--- src/rtl/spi_dr_pkg.sv ---
package spi_dr_pkg;
  localparam logic BUS_RD = 1'b1;
  localparam logic BUS_WR = 1'b0;

  function automatic logic [7:0] shl_in(input logic [7:0] v, input logic b);
    return {v[6:0], b};
  endfunction
endpackage

--- src/rtl/spi_dr_edge.sv ---
module spi_dr_edge (
  input  logic clk,
  input  logic rst_n,
  input  logic sclk,
  output logic rise
);
  logic sclk_q;

  always_ff @(posedge clk) begin
    if (!rst_n) sclk_q <= 1'b0;
    else        sclk_q <= sclk;
  end

  assign rise = sclk & ~sclk_q;

  p_single_rise_r2: assert property (@(posedge clk) disable iff (!rst_n)
    rise |=> !rise);
endmodule

--- src/rtl/spi_dr_tx.sv ---
module spi_dr_tx #(
  parameter int W = 8
) (
  input  logic         clk,
  input  logic         rst_n,
  input  logic         load,
  input  logic [W-1:0] din,
  input  logic         step,
  output logic         sout
);
  logic [W-1:0] sr_q;

  always_ff @(posedge clk) begin
    if (load)      sr_q <= din;
    else if (step) sr_q <= {sr_q[W-2:0], 1'b0};
  end

  assign sout = sr_q[W-1];

  p_load_r1: assert property (@(posedge clk) disable iff (!rst_n)
    load |=> (sout == $past(din[W-1])));
  p_freeze_r4: assert property (@(posedge clk) disable iff (!rst_n)
    (!load && !step) |=> $stable(sout));
endmodule

--- src/rtl/spi_dr_rx.sv ---
module spi_dr_rx #(
  parameter int W = 8
) (
  input  logic         clk,
  input  logic         rst_n,
  input  logic         step,
  input  logic         sin,
  input  logic         latch,
  output logic [W-1:0] hold
);
  logic [W-1:0] sr_q;
  logic [W-1:0] hold_q;

  always_ff @(posedge clk) begin
    if (!rst_n)    sr_q <= '0;
    else if (step) sr_q <= {sr_q[W-2:0], sin};
  end

  always_ff @(posedge clk) begin
    if (latch) hold_q <= sr_q;
  end

  assign hold = hold_q;

  p_rx_freeze_r4: assert property (@(posedge clk) disable iff (!rst_n)
    !step |=> $stable(sr_q));
  p_latch_r6: assert property (@(posedge clk) disable iff (!rst_n)
    latch |=> (hold_q == $past(sr_q)));
  p_hold_keep_r6: assert property (@(posedge clk) disable iff (!rst_n)
    !latch |=> $stable(hold_q));
endmodule

--- src/rtl/spi_data_reg.sv ---
module spi_data_reg #(
  parameter int W = 8
) (
  input  logic         clk,
  input  logic         rst_n,
  input  logic         cs,
  input  logic         rw_n,
  input  logic [W-1:0] wr_data,
  output logic [W-1:0] rd_data,
  input  logic         sclk,
  input  logic         shift_inh,
  input  logic         rx_latch,
  output logic         mosi,
  input  logic         miso
);
  import spi_dr_pkg::*;

  logic         rise;
  logic         bus_wr;
  logic         bus_rd;
  logic         step;
  logic [W-1:0] hold;

  assign bus_wr = cs && (rw_n == BUS_WR);
  assign bus_rd = cs && (rw_n == BUS_RD);
  assign step   = rise && !shift_inh && !bus_wr;

  spi_dr_edge u_edge (
    .clk(clk), .rst_n(rst_n), .sclk(sclk), .rise(rise)
  );

  spi_dr_tx #(.W(W)) u_tx (
    .clk(clk), .rst_n(rst_n), .load(bus_wr), .din(wr_data),
    .step(step), .sout(mosi)
  );

  spi_dr_rx #(.W(W)) u_rx (
    .clk(clk), .rst_n(rst_n), .step(step), .sin(miso),
    .latch(rx_latch), .hold(hold)
  );

  assign rd_data = bus_rd ? hold : '0;

  p_write_wins_r5: assert property (@(posedge clk) disable iff (!rst_n)
    (bus_wr && rise) |=> (mosi == $past(wr_data[W-1])));
  p_inhibit_r4: assert property (@(posedge clk) disable iff (!rst_n)
    (shift_inh && !bus_wr) |=> $stable(mosi));
  p_idle_bus_r7: assert property (@(posedge clk) disable iff (!rst_n)
    !bus_rd |-> (rd_data == '0));
endmodule

--- config.mk ---
export PLATFORM = sky130hd
export DESIGN_NAME = spi_data_reg
export DESIGN_NICKNAME = d
export VERILOG_FILES = /design/src/rtl/spi_dr_pkg.sv /design/src/rtl/spi_dr_edge.sv /design/src/rtl/spi_dr_tx.sv /design/src/rtl/spi_dr_rx.sv /design/src/rtl/spi_data_reg.sv
export SDC_FILE = /design/constraint.sdc
export NUM_CORES = 1
export LEC_CHECK = 0
export BUFFER_PORTS_ARGS = -buffer_cell sky130_fd_sc_hd__buf_4
export CAP_MARGIN = 25
export CORE_AREA = 2 2 51 53
export DETAILED_ROUTE_END_ITERATION = 10
export DIE_AREA = 0 0 53 55
export GPL_TIMING_DRIVEN = 0
export PLACE_DENSITY = 0.76
export SKIP_LAST_GASP = 1
export SLEW_MARGIN = 0
export SYNTH_ARGS = -nofsm -noshare
export SYNTH_HDL_FRONTEND = slang
export SYNTH_HIERARCHICAL = 1
export SYNTH_SLANG_ARGS = --single-unit
--- constraint.sdc ---
create_clock -name clk -period 1.2 [get_ports clk]
set_input_delay 0.18 -clock clk [delete_from_list [all_inputs] [get_ports clk]]
set_output_delay 0.18 -clock clk [all_outputs]
set_load 0.02 [all_outputs]
==> flow_summary.ini <==
[die]
dieArea_um2 = 2920
die_y_um = 55
initial_core_util_pct = 43.3
pin_count = 25
fp.coreArea_um2 = 2360
core.rowCount = 18
die_w_um = 53

[pwr]
p_leak_nw = 0.532
pwr-share-clk_pct = 24.1
peakVddDrop_mv = 0.542
seqPwrFrac_pct = 63.9
p_int_mw = 1.19
powerDensity_nw_per_um2 = 1150
combPwrFrac_pct = 12.0
power.switching_mw = 0.312
sw_frac_of_total_pct = 20.8
power_mw = 1.51

[detailed_routing]
routed.top_layer = met4
dr.pass1.iters = 2
drtAntennaViolNets = 0
avgRoutedWirePerCell_um = 11.4
wl_met2_um = 655
drc = 0
routed_wirelength_mm = 1.40
drtIter0Drc = 2
dr_total_vias = 567
wl_met3_um = 70
wl_met1_um = 635
via_per_inst = 4.65

[sta]
fmax_ghz = 0.822
drv_slew = 0
setup_ws_ns = -0.0160
rsz0062_at_grt = yes
worst_pin_slew_ns = 0.203
timing.final.hold_violations = 0
post-route-period-util_pct = 101
slew_headroom_pct = 86.4
finClkSkew_ns = 0.0114
setup_violations = 2
min_period_ns = 1.22

[cells_and_area]
areaGrowthSynthToFinish_pct = 28.1
nNetsFinal = 109
n_antenna_cell = 0
fill_cells = 197
instances_no_fill = 122
drive_gt1_share_pct = 48.9
finalInstanceArea_um2 = 1310
final-seq-area_um2 = 662
multi_input_area_um2 = 364

[global_routing]
grt_pass1_vias = 511
antenna_found_initial = 0
track_usage_pct = 10.9
grt_pass1_wl_mm = 2.21
grt_max_degree = 14
overflow = 0

[worst_setup_path]
r2r_setup_slack_ns = -0.02
path_max_fanout = 8
cp.arrival_ns = 1.43
start_kind = register
required_ns = 1.41
critPathKind = register to register
cp-end-kind = register

[clocking]
post_cts_buffers = 0
clk_path_buf_depth = 2
root_buffer = clkbuf_4
cts_tree = yes
clk_pin_slew_ns = 0.13
clkSinkCount = 25
insertion_delay_ns = 0.31
numCtsBuffers = 3
hold_buffers = 0
h-tree-depth = 1

[run_status]
violations = setup timing
status = finished, violations left

[worst_hold_path]
hold_path.class = input port to register

[yosys]
synth_top_area_share_pct = 46.9
ys_warn_count = 6
synthCells = 64
synth-simple-area-share_pct = 15.2
yosys.area.top_type = edfxtp_1
yosysSeqAreaShare_pct = 64.5
syn_area_per_cell_um2 = 16.0
synth_compound_area_share_pct = 0
syn_nets = 80
synthTopCellsByArea = edfxtp_1 (47%), dfxtp_1 (18%), mux2_4 (10%)
synth_fa_ha_area_share_pct = 0
synth-seq-cells = 25
synth_top_family_by_area = multiplexers
synth.mux.area_fraction_pct = 18.1
ys_types = 13
synth-xor-area-share_pct = 0
syn_area_um2 = 1020

[placed_design]
place_congestion = 0.647
port_buffers = 24
hpwl_mm = 1.04
dpl_worst_slack_ns = -0.183
place_area_um2 = 1240
place_inst = 118

[run]
maxCapViolations = 0
## timing repair
item,4_1_cts,5_1_grt
gates cloned,0,0
pin swaps,0,9
setup endpoints to repair,12,24
resized for setup,5,6
endpoints found under the hold margin,0,0
## per-stage QoR
| step | hold WS [ns] | utilization (%) | TNS (ns) |
|---|---|---|---|
| global placement | 0.399 | 52.5 | -1.44 |
| global route | 0.0758 | 55.4 | -0.596 |
| finish | 0.0674 | 55.4 | -0.0257 |
| floorplan | 0.292 | - | 0 |
| detailed placement | 0.402 | 52.5 | -2.08 |
| CTS | 0.0629 | 54.3 | -0.0245 |
## registers in the layout, indices dropped and copies added, names as in the netlist
signal	cells
u_rx/hold	8
u_rx/sr_q	8
u_edge/sclk_q	1
u_tx/sr_q	8
## final timing paths
check / end / cells past startpoint / start
setup / recovery: u_rx/sr_q[4] / 5 / u_edge/sclk_q
setup reg to reg: u_rx/sr_q[4] / 5 / u_edge/sclk_q
hold reg to reg: u_rx/hold[7] / 0 / u_rx/sr_q[7]
hold / removal: u_edge/sclk_q / 2 / sclk
## worst max-delay path, cell delays in order, from the launching register on
cell	delay [ns]
dfxtp_2	0.35
nor2b_4	0.10
nor3b_4	0.21
buf_6	0.18
mux2i_1	0.21
nor2b_1	0.06
## cell usage in the layout, fill, tap and decap left out
| cell | synthesis | layout |
|---|---|---|
| dfxtp_1 | 9 | 8 |
| nor2b_1 | 8 | 8 |
| nor3b_4 | 0 | 1 |
| or2_4 | 0 | 1 |
| clkbuf_4 | 0 | 3 |
| and3_1 | 8 | 5 |
| clkbuf_1 | 0 | 1 |
| and3_4 | 0 | 3 |
| mux2i_1 | 8 | 8 |
| mux2_4 | 7 | 7 |
| dfxtp_2 | 0 | 1 |
| and2_2 | 1 | 1 |
| and2_1 | 1 | 1 |
| buf_6 | 2 | 7 |
| nor2b_2 | 1 | 1 |
| buf_4 | 0 | 19 |
| nor2b_4 | 1 | 1 |
| edfxtp_1 | 16 | 16 |
## final cells by class
class	instances	area share [%]
tap	30	2.86
sequential	25	50.5
multi-input combinational	37	27.8
clock buffer	4	2.00
timing repair buffer	24	15.2
buffer	2	1.72
## per-layer routing
metal / vias to the layer above / GRT usage, %
li1: 288 / -
met1: 260 / 13.8
met2: 15 / 16.7
met3: 4 / 1.61
met4: 0 / 8.97
met5: - / 0
## power by group through the flow
stage               Sequential [mW]  Clock [mW]  Combinational [mW]
floorplan                     0.982           0              0.0932
global placement              0.981           0               0.165
detailed placement            0.982           0               0.170
CTS                           0.963       0.371               0.178
global route                  0.967       0.399               0.193
finish                        0.962       0.362               0.181
## synth_stat cells, drive strengths merged
| cell | number |
|---|---|
| and2 | 2 |
| and3 | 8 |
| buf | 2 |
| dfxtp | 9 |
| edfxtp | 16 |
| mux2 | 7 |
| mux2i | 8 |
| nor2b | 10 |
| nor3b | 1 |
| or2 | 1 |
## cell families (layout without fill, tap and decap cells)
group / count (synthesis) / count (layout)
flops: 25 / 25
simple gates: 22 / 22
mux: 15 / 15
buf+inv: 2 / 30
Power figures use the tool's default switching activity.
